<file path="src/rtl/vid2axis_pkg.sv">
package vid2axis_pkg;

    typedef enum logic [1:0] {
        ST_OFF  = 2'd0,
        ST_SEEK = 2'd1,
        ST_RUN  = 2'd2,
        ST_DROP = 2'd3
    } gate_state_t;

    localparam int TS_SYNC  = 0;
    localparam int TS_BLANK = 1;
    localparam int TS_BOTH  = 2;

endpackage

</file>
<file path="src/rtl/vid2axis_capture.sv">
module vid2axis_capture
    import vid2axis_pkg::*;
#(
    parameter int DATA_W     = 24,
    parameter int TIMING_SET = TS_BOTH
) (
    input  logic              clk,
    input  logic              rst,
    input  logic [DATA_W-1:0] vid_data,
    input  logic              vid_de,
    input  logic              vid_vsync,
    input  logic              vid_hsync,
    input  logic              vid_vblank,
    input  logic              vid_hblank,
    output logic              vert_edge,
    output logic              pix_valid,
    output logic [DATA_W-1:0] pix_data,
    output logic              pix_eol,
    output logic              pix_sof
);

    logic vert;
    logic horiz;
    logic active_in;
    logic vert_q;
    logic first_pend;
    logic hold_v;
    logic hold_s;
    logic [DATA_W-1:0] hold_d;

    generate
        if (TIMING_SET == TS_SYNC) begin : g_sync
            assign vert  = vid_vsync;
            assign horiz = vid_hsync;
        end else if (TIMING_SET == TS_BLANK) begin : g_blank
            assign vert  = vid_vblank;
            assign horiz = vid_hblank;
        end else begin : g_both
            assign vert  = vid_vsync | vid_vblank;
            assign horiz = vid_hsync | vid_hblank;
        end
    endgenerate

    always_comb begin
        active_in = vid_de & ~vert & ~horiz;
        vert_edge = vert & ~vert_q;
    end

    always_ff @(posedge clk) begin
        if (rst) begin
            vert_q     <= 1'b0;
            first_pend <= 1'b0;
            hold_v     <= 1'b0;
            hold_s     <= 1'b0;
            hold_d     <= '0;
        end else begin
            vert_q <= vert;
            hold_v <= active_in;
            if (active_in) begin
                hold_d <= vid_data;
                hold_s <= first_pend;
            end
            if (vert_edge) begin
                first_pend <= 1'b1;
            end else if (active_in) begin
                first_pend <= 1'b0;
            end
        end
    end

    // The held pixel is the end of its line when the present input is no longer active.
    always_comb begin
        pix_valid = hold_v;
        pix_data  = hold_d;
        pix_sof   = hold_s;
        pix_eol   = ~active_in;
    end


    beat_follows_active_chk: assert property (@(posedge clk) disable iff (rst)
        pix_valid |-> $past(active_in));

endmodule

</file>
<file path="src/rtl/vid2axis_gate.sv">
module vid2axis_gate
    import vid2axis_pkg::*;
(
    input  logic        clk,
    input  logic        rst,
    input  logic        enable,
    input  logic        vert_edge,
    input  logic        pix_valid,
    input  logic        fifo_full,
    output logic        push,
    output gate_state_t state
);

    gate_state_t state_next;

    always_comb begin
        state_next = state;
        if (!enable) begin
            state_next = ST_OFF;
        end else begin
            unique case (state)
                ST_OFF:  state_next = ST_SEEK;
                ST_SEEK: if (vert_edge) state_next = ST_RUN;
                ST_RUN:  if (pix_valid && fifo_full) state_next = ST_DROP;
                ST_DROP: if (vert_edge) state_next = ST_RUN;
                default: state_next = ST_OFF;
            endcase
        end
    end

    always_ff @(posedge clk) begin
        if (rst) begin
            state <= ST_OFF;
        end else begin
            state <= state_next;
        end
    end

    always_comb begin
        push = 1'b0;
        unique case (state)
            ST_RUN:  push = pix_valid & ~fifo_full;
            ST_OFF, ST_SEEK, ST_DROP: push = 1'b0;
            default: push = 1'b0;
        endcase
    end


    off_when_disabled_chk: assert property (@(posedge clk) disable iff (rst)
        !enable |=> (state == ST_OFF));


    run_needs_edge_chk: assert property (@(posedge clk) disable iff (rst)
        (state == ST_RUN && $past(state) != ST_RUN) |-> $past(vert_edge));

endmodule

</file>
<file path="src/rtl/vid2axis_fifo.sv">
module vid2axis_fifo #(
    parameter int WIDTH = 26,
    parameter int DEPTH = 16
) (
    input  logic             clk,
    input  logic             rst,
    input  logic             push,
    input  logic [WIDTH-1:0] push_data,
    output logic             full,
    output logic             out_valid,
    input  logic             out_ready,
    output logic [WIDTH-1:0] out_data
);

    localparam int AW = (DEPTH > 1) ? $clog2(DEPTH) : 1;
    localparam logic [AW:0] DEPTH_C = (AW + 1)'(DEPTH);
    localparam logic [AW-1:0] LAST_C = AW'(DEPTH - 1);

    logic [WIDTH-1:0] mem [DEPTH];
    logic [AW-1:0] wr_ptr;
    logic [AW-1:0] rd_ptr;
    logic [AW:0]   count;
    logic          pop;

    function automatic logic [AW-1:0] bump(input logic [AW-1:0] p);
        return (p == LAST_C) ? '0 : p + 1'b1;
    endfunction

    always_comb begin
        full      = (count == DEPTH_C);
        out_valid = (count != '0);
        pop       = out_valid & out_ready;
        out_data  = mem[rd_ptr];
    end

    always_ff @(posedge clk) begin
        if (push) begin
            mem[wr_ptr] <= push_data;
        end
    end

    always_ff @(posedge clk) begin
        if (rst) begin
            wr_ptr <= '0;
            rd_ptr <= '0;
            count  <= '0;
        end else begin
            if (push) wr_ptr <= bump(wr_ptr);
            if (pop)  rd_ptr <= bump(rd_ptr);
            unique case ({push, pop})
                2'b10:   count <= count + 1'b1;
                2'b01:   count <= count - 1'b1;
                default: count <= count;
            endcase
        end
    end


    hold_stable_chk: assert property (@(posedge clk) disable iff (rst)
        (out_valid && !out_ready) |=> (out_valid && $stable(out_data)));


    full_no_write_chk: assert property (@(posedge clk) disable iff (rst)
        push |-> !full);

endmodule

</file>
<file path="src/rtl/vid2axis_bridge.sv">
module vid2axis_bridge
    import vid2axis_pkg::*;
#(
    parameter int DATA_W     = 24,
    parameter int FIFO_DEPTH = 16,
    parameter int TIMING_SET = TS_BOTH
) (
    input  logic              clk,
    input  logic              rst,
    input  logic              enable,
    input  logic [DATA_W-1:0] vid_data,
    input  logic              vid_de,
    input  logic              vid_vsync,
    input  logic              vid_hsync,
    input  logic              vid_vblank,
    input  logic              vid_hblank,
    output logic [DATA_W-1:0] m_tdata,
    output logic              m_tvalid,
    input  logic              m_tready,
    output logic              m_tlast,
    output logic              m_tuser
);

    localparam int BEAT_W = DATA_W + 2;

    logic              vert_edge;
    logic              pix_valid;
    logic [DATA_W-1:0] pix_data;
    logic              pix_eol;
    logic              pix_sof;
    logic              push;
    logic              fifo_full;
    gate_state_t       state;
    logic [BEAT_W-1:0] in_beat;
    logic [BEAT_W-1:0] out_beat;

    vid2axis_capture #(
        .DATA_W     (DATA_W),
        .TIMING_SET (TIMING_SET)
    ) u_capture (
        .clk        (clk),
        .rst        (rst),
        .vid_data   (vid_data),
        .vid_de     (vid_de),
        .vid_vsync  (vid_vsync),
        .vid_hsync  (vid_hsync),
        .vid_vblank (vid_vblank),
        .vid_hblank (vid_hblank),
        .vert_edge  (vert_edge),
        .pix_valid  (pix_valid),
        .pix_data   (pix_data),
        .pix_eol    (pix_eol),
        .pix_sof    (pix_sof)
    );

    vid2axis_gate u_gate (
        .clk       (clk),
        .rst       (rst),
        .enable    (enable),
        .vert_edge (vert_edge),
        .pix_valid (pix_valid),
        .fifo_full (fifo_full),
        .push      (push),
        .state     (state)
    );

    assign in_beat = {pix_sof, pix_eol, pix_data};

    vid2axis_fifo #(
        .WIDTH (BEAT_W),
        .DEPTH (FIFO_DEPTH)
    ) u_fifo (
        .clk       (clk),
        .rst       (rst),
        .push      (push),
        .push_data (in_beat),
        .full      (fifo_full),
        .out_valid (m_tvalid),
        .out_ready (m_tready),
        .out_data  (out_beat)
    );

    always_comb begin
        m_tdata = out_beat[DATA_W-1:0];
        m_tlast = out_beat[DATA_W];
        m_tuser = out_beat[DATA_W+1];
    end


    reset_idle_chk: assert property (@(posedge clk)
        rst |=> (!m_tvalid && state == ST_OFF));

endmodule

</file>
<file path="config.mk">
export PLATFORM = sky130hd
export DESIGN_NAME = vid2axis_bridge
export DESIGN_NICKNAME = d
export VERILOG_FILES = /design/src/rtl/vid2axis_pkg.sv /design/src/rtl/vid2axis_capture.sv /design/src/rtl/vid2axis_gate.sv /design/src/rtl/vid2axis_fifo.sv /design/src/rtl/vid2axis_bridge.sv
export SDC_FILE = /design/constraint.sdc
export NUM_CORES = 1
export LEC_CHECK = 0
export BUFFER_PORTS_ARGS = -buffer_cell sky130_fd_sc_hd__buf_2
export CORE_UTILIZATION = 35
export CTS_CLUSTER_DIAMETER = 60
export DETAILED_ROUTE_END_ITERATION = 16
export MAX_ROUTING_LAYER = met4
export PLACE_DENSITY = 0.51
export SLEW_MARGIN = 20
export SYNTH_ARGS = -nofsm -noshare
export SYNTH_HDL_FRONTEND = slang
export SYNTH_SLANG_ARGS = --single-unit
</file>
<file path="constraint.sdc">
create_clock -name clk -period 5.2 [get_ports clk]
set_input_delay 0.26 -clock clk [delete_from_list [all_inputs] [get_ports clk]]
set_output_delay 0.26 -clock clk [all_outputs]
set_load 0.02 [all_outputs]
</file>
After elaboration in Yosys (flattened, before gate mapping) --
Memories as Yosys holds them, arrays and structs flattened. A register that Yosys moved wholly into a read port is not among the register bits. Cells that the tools add are included.
Operators by class: bitwise logic cells 13, reductions and logical operators 9, muxes and demuxes 13, add/subtract/negate cells 4, equal/unequal tests 10
Operators by type and width (number):
- $mux W4 | 4
- $pmux W5 S2 | 1
- $add A4 B1 Y4 const B | 2
- $eq A4 B4 Y1 const B | 2
- $eq A2 B2 Y1 const B | 3
- $not A1 Y1 | 6
- $pmux W2 S3 | 1
- $add A5 B1 Y5 const B | 1
- $and A1 B1 Y1 | 5
- $eq A5 B5 Y1 const B | 1
- $reduce_bool A5 Y1 | 1
- $sub A5 B1 Y5 const B | 1
- $eq A2 B1 Y1 const B | 2
- $mux W1 | 4
- $mux W2 | 2
- $ne A2 B1 Y1 const B | 2
- $reduce_bool A2 Y1 | 2
- $reduce_or A2 Y1 | 2
- $reduce_or A3 Y1 | 1
- $logic_not A2 Y1 | 1
- $or A1 B1 Y1 | 2
- $pmux W1 S2 | 1
- $reduce_and A2 Y1 | 1
- $logic_and A1 B1 Y1 | 1
Storage, ports and cells: register bits after elaboration 43, bits in writable memories 416, input bits 33, memories 1
Memory list:
- u_fifo.mem | words 16, width 26, read ports 1, clocked after Yosys merged registers in 1, wr ports 1, line vid2axis_fifo.sv:19 | logic [WIDTH-1:0] mem [DEPTH];

Logic depth before layout (Yosys ltp) --
depth after elaboration 6, depth in mapped cells 12

Modules after synthesis --
A second synthesis with hierarchy kept.
Unflattened totals: cells, all modules 898, area, all modules 17785.8 um2
Modules (own cells, without submodules):
- vid2axis_fifo | cells an instance 759, sequential area each 12832.3 um2, area each 16584.7 um2, times used 1
- vid2axis_capture | cells an instance 130, sequential area each 560.5 um2, area each 1108.6 um2, times used 1
- vid2axis_gate | cells an instance 9, sequential area each 40.0 um2, area each 92.6 um2, times used 1

Least setup slack after synthesis --
Ideal clock, no wire load.
kind reg-to-reg, start point register u_fifo.count[1], end point memory u_fifo.mem[0][0], enable pin, setup time 442 ps, required time 4758 ps, buffers on the path 1, setup slack 1959 ps, data arrival time 2799 ps, stages on the path, launching flop included 6, cell sequence dfxtp_1 > buf_2 > nor4_1 > a21oi_2 > nand2_1 > nor3_1
Between the ends: cells in the longest elaborated chain, start to end 6
RTL lines:
- start: declaration | line vid2axis_fifo.sv:22 | logic [AW:0] count;
- start signal: assignment | line vid2axis_fifo.sv:51 | 2'b10: count <= count + 1'b1;
- start signal: assignment | line vid2axis_fifo.sv:52 | 2'b01: count <= count - 1'b1;
- start signal: assignment | line vid2axis_fifo.sv:53 | default: count <= count;
- $eq A5 B5 Y1 | line vid2axis_fifo.sv:30 | full = (count == DEPTH_C);
- $not A1 Y1 | line vid2axis_gate.sv:42 | ST_RUN: push = pix_valid & ~fifo_full;
- $and A1 B1 Y1 | line vid2axis_gate.sv:42
- $pmux W1 S2 | line vid2axis_gate.sv:41 | unique case (state)
- $mux W1 | line vid2axis_fifo.sv:37 | if (push) begin
- $mux W1 (implied by the code) | line vid2axis_fifo.sv:38 | mem[wr_ptr] <= push_data;
- end: declaration | line vid2axis_fifo.sv:19
Every way passes these cells.

==> results.toml <==
[status]
status = "finished clean"

[sta]
fin_skew_ps = 16.8
slew-limit-headroom = 0.284
finalSetupViolCount = 0
max_freq_mhz = 315
worstMarginPinSlew_ps = 1070
period_minus_slack_ps = 3180
final_hold_viol_count = 0
slew_violations = 0
fin_crit_sh = 0.611
tns_ps = 0
rsz0062_at_grt = "false"

[synthesis]
syn_avg_cell_area_um2 = 19.7
netlist_instances = 893
async_flop_share = 0
syn_nets = 935
syn_area_um2 = 17600
synth-edff-count = 416
ys_seq_area_frac = 0.762
synth-seq-cells = 463
yosys_most_used_dff = "edfxtp_1"
synth_cell_types = 44
ys.warnings.count = 0

[floorplan]
dieWidth_um = 226
dieArea_um2 = 51200
die_h_um = 226
core_area_um2 = 49300
floorplan.initialDensity = 0.358
io_pins = 60
fp-row-count = 81

[setup_path]
r2r_start = "u_fifo.count[2]"
r2r_slack_ps = 2060
crit_path_start_kind = "flip-flop"
required_ps = 4940
critPathMaxFanout = 59
worstPathArrival_ps = 2920
reg2regPathDepth = 10
reg2reg_to = "u_fifo.count[4]"
path_class = "reg2out"
end_kind = "output port"

[cts]
cts.reportedPaths.clkPinSlew_ps = 60
root_buffer = "clkbuf_16"
clock_insertion_delay_worst_skew_ps = 570
numCtsBuffers = 49
cts_tree = "built"
cts_sinks = 463
cts_max_level = 2
post_cts_buffers = 0
cts_resized = 0
cts_max_path_buffers = 3

[hold_path]
min_to = "u_fifo.rd_ptr[3]"
holdCritPathClass = "in2reg"
min_from = "m_tready"
hold_path_depth = 3

[routing]
wl_met1_um = 18400
dr.pass1.iters = 5
routedWlPerCell_um = 23.2
ant_nets = 0
vias = 8670
vias_per_cell = 5.08
first_iter_violations = 681
dr_wl_met2_um = 18700
drc = 0
highest_layer = "met4"
finalWirelength_um = 39700
dr_wl_met3_um = 2010

[layout]
final_nets = 1045
finish.utilization = 0.424
final_cells = 1708
area_growth_pct = 18.6
diodes = 0
fillers = 4382
drive_gt1_frac = 0.285

[run]
max_cap_viol_count = 0

[grt]
grt_first_pass_wirelength_um = 58100
grt_pass1_vias = 8747
overflow = 0
grt_antenna_before_repair = 1
grt_max_degree = 60
grt_use_total = 0.164

[placement]
gp_congestion = 0.707
dp.cells = 1588
dp_hpwl_um = 20600
port_buffers = 59

[pwr]
pwr_density_cell_nw_per_um2 = 423
p_leak_nw = 6.59
ir_drop_mv = 0.277
[synth_stat cells (all sizes together), types with 6 or more instances]
master,number,area (µm²)
nand2,87,327
mux4,104,2340
a21oi,30,154
nor3,6,30.0
nor2,30,113
buf,28,184
edfxtp,416,12500
a22oi,52,390
ha,9,113
dfxtp,47,941
inv,6,22.5
clkbuf,24,90.1
[registers in the layout, indices dropped and copies added (netlist names), 2 cells and up, named ones only]
| name | count |
|---|---|
| u_fifo.wr_ptr | 4 |
| u_fifo.count | 5 |
| u_fifo.mem | 416 |
| u_capture.pix_data | 24 |
| u_gate.state | 2 |
| u_fifo.rd_ptr | 4 |
[how the worst max path moves through the flow]
| stage | end | slack [ps] | cells after the start | startpoint |
|---|---|---|---|---|
| 5_1_grt | u_fifo.count[4] | 1730 | 10 | u_fifo.count[2] |
| 2_1_floorplan | u_fifo.mem[0][0] | 1960 | 5 | u_fifo.count[1] |
| 3_3_place_gp | u_fifo.count[4] | 2180 | 10 | u_fifo.count[2] |
| 4_1_cts | m_tdata[18] | 1740 | 5 | flip-flop |
| 3_5_place_dp | u_fifo.count[4] | 2090 | 10 | u_fifo.count[2] |
| 6_report | m_tuser | 2020 | 5 | flip-flop |
[cell families after synthesis]
group / synth area share
adders and majority gates: 0.00639
DFF: 0.762
buffers and inverters: 0.0168
AOI/OAI and AO/OA: 0.0391
xor gates and xnor gates: 0.00249
muxes: 0.136
and+or+nand+nor: 0.0371
[power by group]
group | total, W | internal [W] | leakage, nW | switching (W)
Clock | 0.00363 | 0.00221 | 0.847 | 0.00142
Combinational | 0.00111 | 0.000620 | 1.56 | 0.000490
Sequential | 0.00410 | 0.00402 | 4.19 | 0.0000733
[routing by layer]
| metal | track usage | vias up |
|---|---|---|
| met1 | 0.227 | 4567 |
| met2 | 0.252 | 198 |
| li1 | - | 3861 |
| met4 | 0.0355 | 0 |
| met5 | - | - |
| met3 | 0.0315 | 44 |
[metrics by stage]
stage          hold WS [ps]  area [µm²]  power [W]  setup slack, ps
6_report                137       20900    0.00884             2020
5_1_grt                 131       20900    0.00917             1730
4_1_cts                 111       20900    0.00894             1740
3_5_place_dp            485       18900    0.00528             2090
3_3_place_gp            469       18800    0.00528             2180
2_1_floorplan           393       17600    0.00507             1960
[critical path, cell delays in order, from the launching register on]
cell	delay (ps)
dfxtp_4	970
buf_12	380
mux4_2	350
a22oi_1	240
nand2_1	180
buf_2	200
[final cells by class]
class,count,area [µm²],share of cell area
inverters,6,22.5,0.00108
clock buffers,65,1450,0.0695
multi-input cells,372,4020,0.193
well taps,664,831,0.0398
flip-flops and latches,463,13400,0.643
clock inverters,27,272,0.0130
repair buffers,111,851,0.0407
[repair_timing]
item | CTS | global route
hold buffers | 27 | 0
endpoints found under the setup margin | 0 | 0
hold endpoints to repair | 27 | 0
[placed cells by master, fill, tap and decap left out, drive strengths merged, types with 4 or more instances in the layout]
| cell type | n |
|---|---|
| edfxtp | 416 |
| mux4 | 104 |
| nand2 | 87 |
| buf | 84 |
| clkbuf | 65 |
| a22oi | 52 |
| dfxtp | 47 |
| a21oi | 30 |
| nor2 | 30 |
| dlygate4sd3 | 27 |
| clkinv | 17 |
| ha | 9 |
| inv | 8 |
| nor3 | 6 |
| xor2 | 5 |
| mux2i | 5 |
| bufinv | 5 |
| a31oi | 4 |
| nand3 | 4 |
| o21ai | 4 |
Power figures use the tool's default switching activity.
